===== config.mk =====
export PLATFORM = sky130hd
export DESIGN_NAME = link_autoselect
export DESIGN_NICKNAME = d
export VERILOG_FILES = /design/src/rtl/lia_pkg.sv /design/src/rtl/lia_tick_gen.sv /design/src/rtl/lia_beat_gen.sv /design/src/rtl/lia_link_mon.sv /design/src/rtl/link_autoselect.sv
export SDC_FILE = /design/constraint.sdc
export NUM_CORES = 1
export LEC_CHECK = 0
export BUFFER_PORTS_ARGS = -buffer_cell sky130_fd_sc_hd__buf_2
export CORE_MARGIN = 3
export CORE_UTILIZATION = 37
export CTS_BUF_LIST = sky130_fd_sc_hd__clkbuf_2
export CTS_CLUSTER_DIAMETER = 30
export CTS_CLUSTER_SIZE = 30
export DETAILED_ROUTE_END_ITERATION = 6
export SETUP_SLACK_MARGIN = 0.4
export SYNTH_ARGS = -nofsm -noshare
export SYNTH_HDL_FRONTEND = slang
export SYNTH_SLANG_ARGS = --single-unit

===== constraint.sdc =====
create_clock -name clk -period 2.6 [get_ports clk]
set_clock_uncertainty 0.2 [all_clocks]
set_input_delay 0.26 -clock clk [delete_from_list [all_inputs] [get_ports clk]]
set_output_delay 0.26 -clock clk [all_outputs]
set_load 0.01 [all_outputs]

===== src/rtl/lia_pkg.sv =====
package lia_pkg;

  // Spacing window test for received link pulses, in ticks.
  function automatic logic gap_in_window(int unsigned gap, int unsigned lo, int unsigned hi);
    return (gap >= lo) && (gap <= hi);
  endfunction

  // Twisted-pair medium is used when the link is good or autoselect is off.
  function automatic logic tp_selected(logic fail, logic auto_sel);
    return !fail || !auto_sel;
  endfunction

endpackage


===== src/rtl/lia_tick_gen.sv =====
module lia_tick_gen #(
  parameter int TICK_NORM = 10000,
  parameter int TICK_FAST = 4
) (
  input  logic clk,
  input  logic rst_n,
  input  logic speedup,
  output logic tick
);
  localparam int MAXD = (TICK_NORM > TICK_FAST) ? TICK_NORM : TICK_FAST;
  localparam int PW   = $clog2(MAXD + 1);

  logic [PW-1:0] cnt_q;
  logic [PW-1:0] last;

  assign last = speedup ? PW'(TICK_FAST - 1) : PW'(TICK_NORM - 1);
  assign tick = (cnt_q >= last);

  always_ff @(posedge clk or negedge rst_n) begin
    if (!rst_n)    cnt_q <= '0;
    else if (tick) cnt_q <= '0;
    else           cnt_q <= cnt_q + 1'b1;
  end
endmodule


===== src/rtl/lia_beat_gen.sv =====
module lia_beat_gen #(
  parameter int TX_PERIOD = 16
) (
  input  logic clk,
  input  logic rst_n,
  input  logic tick,
  input  logic tx_active,
  output logic pulse_req,
  output logic beat_due
);
  localparam int CW = $clog2(TX_PERIOD + 1);

  logic [CW-1:0] cnt_q;

  assign beat_due = tick && !tx_active && (cnt_q == CW'(TX_PERIOD - 1));

  always_ff @(posedge clk or negedge rst_n) begin
    if (!rst_n) begin
      cnt_q     <= '0;
      pulse_req <= 1'b0;
    end else if (tx_active) begin
      cnt_q     <= '0;
      pulse_req <= 1'b0;
    end else if (beat_due) begin
      cnt_q     <= '0;
      pulse_req <= 1'b1;
    end else begin
      if (tick) cnt_q <= cnt_q + 1'b1;
      pulse_req <= 1'b0;
    end
  end
endmodule


===== src/rtl/lia_link_mon.sv =====
module lia_link_mon
  import lia_pkg::*;
#(
  parameter int RX_MIN       = 4,
  parameter int RX_MAX       = 150,
  parameter int FAIL_TIMEOUT = 100
) (
  input  logic clk,
  input  logic rst_n,
  input  logic tick,
  input  logic rx_pulse,
  input  logic rx_carrier,
  output logic link_fail,
  output logic spacing_ok,
  output logic timeout_hit
);
  localparam int GW = $clog2(RX_MAX + 2);
  localparam int TW = $clog2(FAIL_TIMEOUT + 1);
  localparam logic [GW-1:0] GAP_SAT = GW'(RX_MAX + 1);

  logic [GW-1:0] gap_q;
  logic [TW-1:0] to_q;
  logic          good_evt;

  assign spacing_ok  = gap_in_window(32'(gap_q), RX_MIN, RX_MAX);
  assign good_evt    = rx_carrier || (rx_pulse && spacing_ok);
  assign timeout_hit = tick && !link_fail && !good_evt && (to_q == TW'(FAIL_TIMEOUT - 1));

  // Ticks since the previous strobe, saturating just past the window.
  always_ff @(posedge clk or negedge rst_n) begin
    if (!rst_n)                         gap_q <= GAP_SAT;
    else if (rx_pulse)                  gap_q <= '0;
    else if (tick && gap_q != GAP_SAT)  gap_q <= gap_q + 1'b1;
  end

  always_ff @(posedge clk or negedge rst_n) begin
    if (!rst_n) begin
      link_fail <= 1'b1;
      to_q      <= '0;
    end else if (good_evt) begin
      link_fail <= 1'b0;
      to_q      <= '0;
    end else if (timeout_hit) begin
      link_fail <= 1'b1;
      to_q      <= '0;
    end else if (tick && !link_fail) begin
      to_q      <= to_q + 1'b1;
    end
  end
endmodule


===== src/rtl/link_autoselect.sv =====
module link_autoselect
  import lia_pkg::*;
#(
  parameter int TICK_NORM    = 10000,
  parameter int TICK_FAST    = 4,
  parameter int TX_PERIOD    = 16,
  parameter int RX_MIN       = 4,
  parameter int RX_MAX       = 150,
  parameter int FAIL_TIMEOUT = 100
) (
  input  logic clk,
  input  logic rst_n,
  input  logic tx_active,
  input  logic rx_pulse,
  input  logic rx_carrier,
  input  logic auto_sel,
  input  logic speedup,
  output logic link_pulse_req,
  output logic link_fail,
  output logic tp_tx_en,
  output logic tp_rx_en,
  output logic tp_lpbk_en,
  output logic aui_en
);
  logic tick;
  logic beat_due;
  logic spacing_ok;
  logic timeout_hit;
  logic tp_on;

  lia_tick_gen #(.TICK_NORM(TICK_NORM), .TICK_FAST(TICK_FAST)) u_tick (
    .clk(clk), .rst_n(rst_n), .speedup(speedup), .tick(tick)
  );

  lia_beat_gen #(.TX_PERIOD(TX_PERIOD)) u_beat (
    .clk(clk), .rst_n(rst_n), .tick(tick), .tx_active(tx_active),
    .pulse_req(link_pulse_req), .beat_due(beat_due)
  );

  lia_link_mon #(.RX_MIN(RX_MIN), .RX_MAX(RX_MAX), .FAIL_TIMEOUT(FAIL_TIMEOUT)) u_mon (
    .clk(clk), .rst_n(rst_n), .tick(tick), .rx_pulse(rx_pulse),
    .rx_carrier(rx_carrier), .link_fail(link_fail),
    .spacing_ok(spacing_ok), .timeout_hit(timeout_hit)
  );

  assign tp_on      = tp_selected(link_fail, auto_sel);
  assign tp_tx_en   = tp_on;
  assign tp_rx_en   = tp_on;
  assign tp_lpbk_en = tp_on;
  assign aui_en     = !tp_on;
endmodule



## Yosys cells after proc, flatten, opt, wreduce, memory -nomap -nowiden

Index checks and enable logic that the tools add are counted.

- Reduce and logical (&&, ||, !) cells: 19
- Bitwise operators: 0
- Divide/modulo/power cells: 0
- Add/sub/neg operators: 4
- Order comparisons: 3
- $mul: 0
- Shift operators: 0
- Muxes and demuxes: 14
- Equal/unequal tests: 3

Operator list:

| operator | number |
|---|---|
| two-way mux 14 bit | 2 |
| two-way mux 7 bit | 3 |
| two-way mux 8 bit | 2 |
| two-way mux 5 bit | 3 |
| adder 14 x 1 -> 14 bit (second input constant) | 1 |
| >= comparator 14 bit | 1 |
| adder 8 x 1 -> 8 bit (second input constant) | 1 |
| >= comparator 8 x 3 -> 1 bit (second input constant) | 1 |
| less-or-equal comparator 8 bit (second input constant) | 1 |
| logical AND 1 bit | 8 |
| != test 8 bit (second input constant) | 1 |
| adder 7 x 1 -> 7 bit (second input constant) | 1 |
| equality test 7 bit (second input constant) | 1 |
| nonzero test 3 bit | 2 |
| adder 5 x 1 -> 5 bit (second input constant) | 1 |
| equality test 5 x 4 -> 1 bit (second input constant) | 1 |
| logical NOT 1 bit | 5 |
| two-way mux 1 bit | 4 |
| nonzero test 2 bit | 2 |
| logical OR 1 bit | 2 |

- Memories kept: 0
- Bits in read-only memories: 0
- Input bits: 7
- Logic and storage cells: 49
- Bits in latches: 0
- Memory bits (writable): 0
- Register bits after elaboration: 36

## Logic depth before layout (Yosys ltp)

- Depth in word-level cells: 9
- Gate-level depth with buffers: 8

## Modules after synthesis

Synthesis repeated with hierarchy kept, for this count alone.

- Cell total of the unflattened synthesis: 212
- Area, all modules: 2,115.8 um2

Modules (own cells, without submodules):

| module | area each (um2) | sequential area each (um2) | cells each | times used |
|---|---|---|---|---|
| lia_link_mon | 928.4 | 407.9 | 96 | 1 |
| lia_tick_gen | 873.3 | 350.3 | 85 | 1 |
| lia_beat_gen | 289.0 | 150.1 | 27 | 1 |
| link_autoselect | 25.0 | 0.0 | 4 | 1 |

## Worst setup path after synthesis

OpenSTA, ideal clock, no wires.

- Path type: register -> register
- From: register u_tick.cnt_q[3]
- To: register u_mon.to_q[1]
- Arrival time: 1.993 ns
- Period minus slack after synthesis: 2.312 ns
- Stages on the path, launching flop included: 7
- Library setup time: 0.119 ns
- Slack: 0.288 ns
- Required time: 2.281 ns
- Path buffers: 0
- Cells stage by stage: dfrtp_1 > ha_1 > nor4_2 > a211oi_4 > o311ai_4 > mux2_1 > and2_1

- Word-level cells in the longest chain between the ends: 6
- Elaborated cells on any way between the ends: 7
- Those cells by class: order compare (1); mux (2); reduce/logical (4)

Ends and longest elaborated chain:

| item | RTL line | RTL |
|---|---|---|
| start: declaration | lia_tick_gen.sv:13 | `logic [PW-1:0] cnt_q;` |
| start signal: assignment | lia_tick_gen.sv:22 | `else cnt_q <= cnt_q + 1'b1;` |
| >= comparator 14 bit (*) | lia_tick_gen.sv:17 | `assign tick = (cnt_q >= last);` |
| logical AND 1 bit (*) | lia_link_mon.sv:27, lia_link_mon.sv:46 |  |
| logical AND 1 bit (2 in a row) | lia_link_mon.sv:27 | `assign timeout_hit = tick && !link_fail && !good_evt && (to_q == TW'(FAIL_TIMEOUT - 1));` |
| two-way mux 7 bit | lia_link_mon.sv:43 | `end else if (timeout_hit) begin` |
| two-way mux 7 bit | lia_link_mon.sv:40 | `end else if (good_evt) begin` |
| end signal: assignment | lia_link_mon.sv:47 | `to_q <= to_q + 1'b1;` |
| end: declaration | lia_link_mon.sv:22 | `logic [TW-1:0] to_q;` |

Every way passes the cells marked *; elsewhere a longest branch is shown, timed or not.
A chain may end at the register's enable or synchronous reset.

## Worst setup path in the final report

- From: register u_tick.cnt_q[13]
- To: register u_beat.cnt_q[2]

- Word-level cells in the longest chain between the ends: 5
- Elaborated cells on any way between the ends: 6
- Those cells by class: order compare (1); mux (2); reduce/logical (3)

Ends and longest elaborated chain:

| item | RTL line | RTL |
|---|---|---|
| >= comparator 14 bit (*) | lia_tick_gen.sv:17 |  |
| logical AND 1 bit (2 in a row) | lia_beat_gen.sv:15 | `assign beat_due = tick && !tx_active && (cnt_q == CW'(TX_PERIOD - 1));` |
| two-way mux 5 bit | lia_beat_gen.sv:24 | `end else if (beat_due) begin` |
| two-way mux 5 bit | lia_beat_gen.sv:21 | `end else if (tx_active) begin` |
| end signal: assignment | lia_beat_gen.sv:28 | `if (tick) cnt_q <= cnt_q + 1'b1;` |
| end: declaration | lia_beat_gen.sv:13 | `logic [CW-1:0] cnt_q;` |

Marked as above.

==> summary.txt <==
Outcome
  • Status: finished, final reports clean

Die
  • # rows: 27
  • Die Span Y: 83.4 um
  • Area of the core: 5640 um^2
  • I/O Pins: 13
  • Die area: slightly below 7000 um^2
  • Initial Util: 0.393
  • Die width: approximately 83 um

Worst hold path
  • HP Class: input port to async pin

Cells and area
  • Final design utilization: 0.519
  • Share of layout cells above drive strength 1: 0.377
  • Final nets: 275
  • Area Growth Syn to Fin: 32.1%
  • Diodes inserted: 0
  • Fillers: 502

Synthesis
  • Syn Area/Cell: slightly below 10 um^2
  • Synth Register Bits: 36
  • Most common library cells after synthesis: dfrtp_1 (30), a21oi_1 (19), nor2_1 (18)
  • Commonest register cell after synthesis: dfrtp_1
  • Synth area leaders: dfrtp_1 (34%), dfstp_2 (7.1%), ha_1 (6.8%)
  • Post-Syn Area: between 2000 and 2500 um^2
  • Number of synthesized flops with an enable pin: 0
  • Synth Warn #: 0
  • Count leader, synth: dfrtp_1
  • Synth area leader: dfrtp_1
  • Netlist cell types: 46
  • Top-area cell type share of the netlist area: 0.339
  • Post-Syn Instances: roughly 220
  • Mapped Nets: 242
  • Async SR Flop Fraction: 1.00
  • Register area share after synthesis: 0.410

Worst setup path
  • Critical Path RT: about 2700 ps
  • WP data arrival: 2450 ps
  • WS Path Type: flip-flop to flip-flop
  • Worst Reg-to-Reg Cells: 7
  • CP max FO: 4
  • Setup crit start kind: flip-flop
  • Crit. End Element: flip-flop

GRT
  • GRT Residual Overflow: 0
  • Pin count of the biggest net entering global routing: 37
  • GRT Resource Usage Total: 0.137
  • First-pass GRT wire length: roughly 8000 um
  • Vias in the first global route: roughly 1,800
  • Initial antenna violation count: 0

Detailed routing
  • Post-Route WL: 4860 um
  • Count of antenna-violating nets left after detailed routing: 0
  • Routed WL per cell: roughly 15 um
  • DRT Pass-1 Iters: 4
  • Vias per cell: between 5 and 6
  • DRC: 0
  • Initial DRC count: around 120
  • Via Count: roughly 1,800

CTS
  • H-Tree Depth: 2
  • Clk sinks: 36
  • CTS tree: built
  • Max clock buf depth: 2
  • Clock root cell: clkbuf_2
  • CTS Buf Count: 5
  • Later-pin clock latency in the skew report: 380 ps
  • Clock slew at reported path FFs: ~200 ps

Timing
  • RSZ-0062 raised after global routing: true
  • Worst Max-Slew Pin Slew: a little over 800 ps
  • Setup TNS: 0 ps
  • Highest clock rate: ~430 MHz
  • Final-report hold violation count: 0
  • Post-route setup slack: ~280 ps
  • Max-slew violations: 0
  • Period minus WS final: 2320 ps
  • Setup violators final: 0
  • Slew HR: 0.447
  • Fin crit share: 0.894

Power and ir drop
  • Leakage: about 1.1 nW
  • Worst IR Drop VDD: around 0.60 mV
  • Pwr dens: 905 nW/um^2

Place
  • GP Congestion: ~0.76
  • Port bufs: 12
  • Post-DP HPWL: ~2800 um
  • Dpl ws: roughly 130 ps

Flow run
  • Max-cap violations: 0
[cells by family after synthesis]
kind of cell	share of synthesized area
buffers and inverters	0.0570
AO/OA/AOI/OAI	0.190
AND/OR/NAND/NOR	0.205
XOR/XNOR	0.0474
adder cells (fa/ha/maj)	0.0677
flip-flops	0.410
multiplexers	0.0231
[final timing paths]
| check | start | endpoint | slack (ps) |
|---|---|---|---|
| hold reg to reg | u_tick.cnt_q[0]$_DFF_PN0_ | u_tick.cnt_q[0]$_DFF_PN0_ | 310 |
| max in group asynchronous | rst_n | u_tick.cnt_q[7]$_DFF_PN0_ | 1380 |
| hold / removal | rst_n | u_mon.to_q[4]$_DFFE_PN0P_ | 280 |
| min in group clk | u_tick.cnt_q[0]$_DFF_PN0_ | u_tick.cnt_q[0]$_DFF_PN0_ | 310 |
| setup / recovery | u_tick.cnt_q[13]$_DFF_PN0_ | u_beat.cnt_q[2]$_DFFE_PN0P_ | 280 |
| setup reg to reg | u_tick.cnt_q[13]$_DFF_PN0_ | u_beat.cnt_q[2]$_DFFE_PN0P_ | 280 |
[state kept, by name (all words and copies together) (netlist names)]
name,flops
u_mon.link_fail,1
u_beat.cnt_q,5
u_mon.to_q,7
u_tick.cnt_q,14
u_beat.pulse_req,1
u_mon.gap_q,8
[cell type report]
cell class / instances / area (um^2) / share of cell area
well taps: 72 / 90.1 / 0.0308
repair buffers: 38 / 393 / 0.134
clock inverters: 2 / 11.3 / 0.00385
inverters: 14 / 52.6 / 0.0179
multi-input cells: 161 / 1440 / 0.493
clock buffers: 6 / 30.0 / 0.0103
flip-flops and latches: 36 / 908 / 0.310
[worst max-delay path, stage by stage (launching register included)]
cell and delay, ps:
dfrtp_1 460, ha_4 310, nand2_4 50, o311ai_4 280
o31ai_4 180, clkbuf_16 180, or4b_1 450, a21oi_1 150
[where the power goes]
part	internal (mW)	switching, mW
registers	0.677	0.159
logic	0.874	0.683
clock network	0.0673	0.189
total	1.62	1.03
[placed cells by master (no fill, tap or decap), drive strengths merged, types with 2 or more instances in the layout]
cell         count
a211oi           2
dlygate4sd3      3
dfrtp           30
a21oi           19
nor2            18
nand3            9
and2             4
and3             4
ha              12
or4b             2
xnor2            6
nor4             3
dfstp            6
and4             3
clkbuf           9
nor3             2
o31ai            5
xor2             6
mux2i            4
nand2           13
o311ai          10
or3              6
o21ai            9
or4              4
nand4            8
inv             14
buf             32
[metrics by stage]
step	power (mW)	instance area, um^2	hold WS, ps	instances
6_report	2.65	2930	279	329
5_1_grt	2.84	2930	318	329
2_1_floorplan	1.52	2230	-236	223
4_1_cts	2.25	2590	290	322
3_5_place_dp	1.70	2340	215	298
3_3_place_gp	1.69	2340	210	298
[repair_timing]
item                                    in CTS  in global routing
setup buffers                               12                  4
gates resized for setup                      8                 51
hold endpoints to repair                    44                  0
gates cloned                                 1                  3
endpoints found under the setup margin      26                 34
hold buffers                                 3                  0
pin swaps                                   11                 28
[per-layer routing]
| layer | global-route usage | share of wire | vias to the layer above | wire length (um) |
|---|---|---|---|---|
| li1 | - | - | 888 | - |
| met1 | 0.177 | 0.47 | 880 | 2280 |
| met2 | 0.230 | 0.49 | 30 | 2380 |
| met3 | 0.0317 | 0.032 | 7 | 155 |
| met4 | 0.0409 | 0.0097 | 0 | 47 |
| met5 | 0 | 0 | - | 0 |
Note: power is estimated with default switching activity, not from simulation.
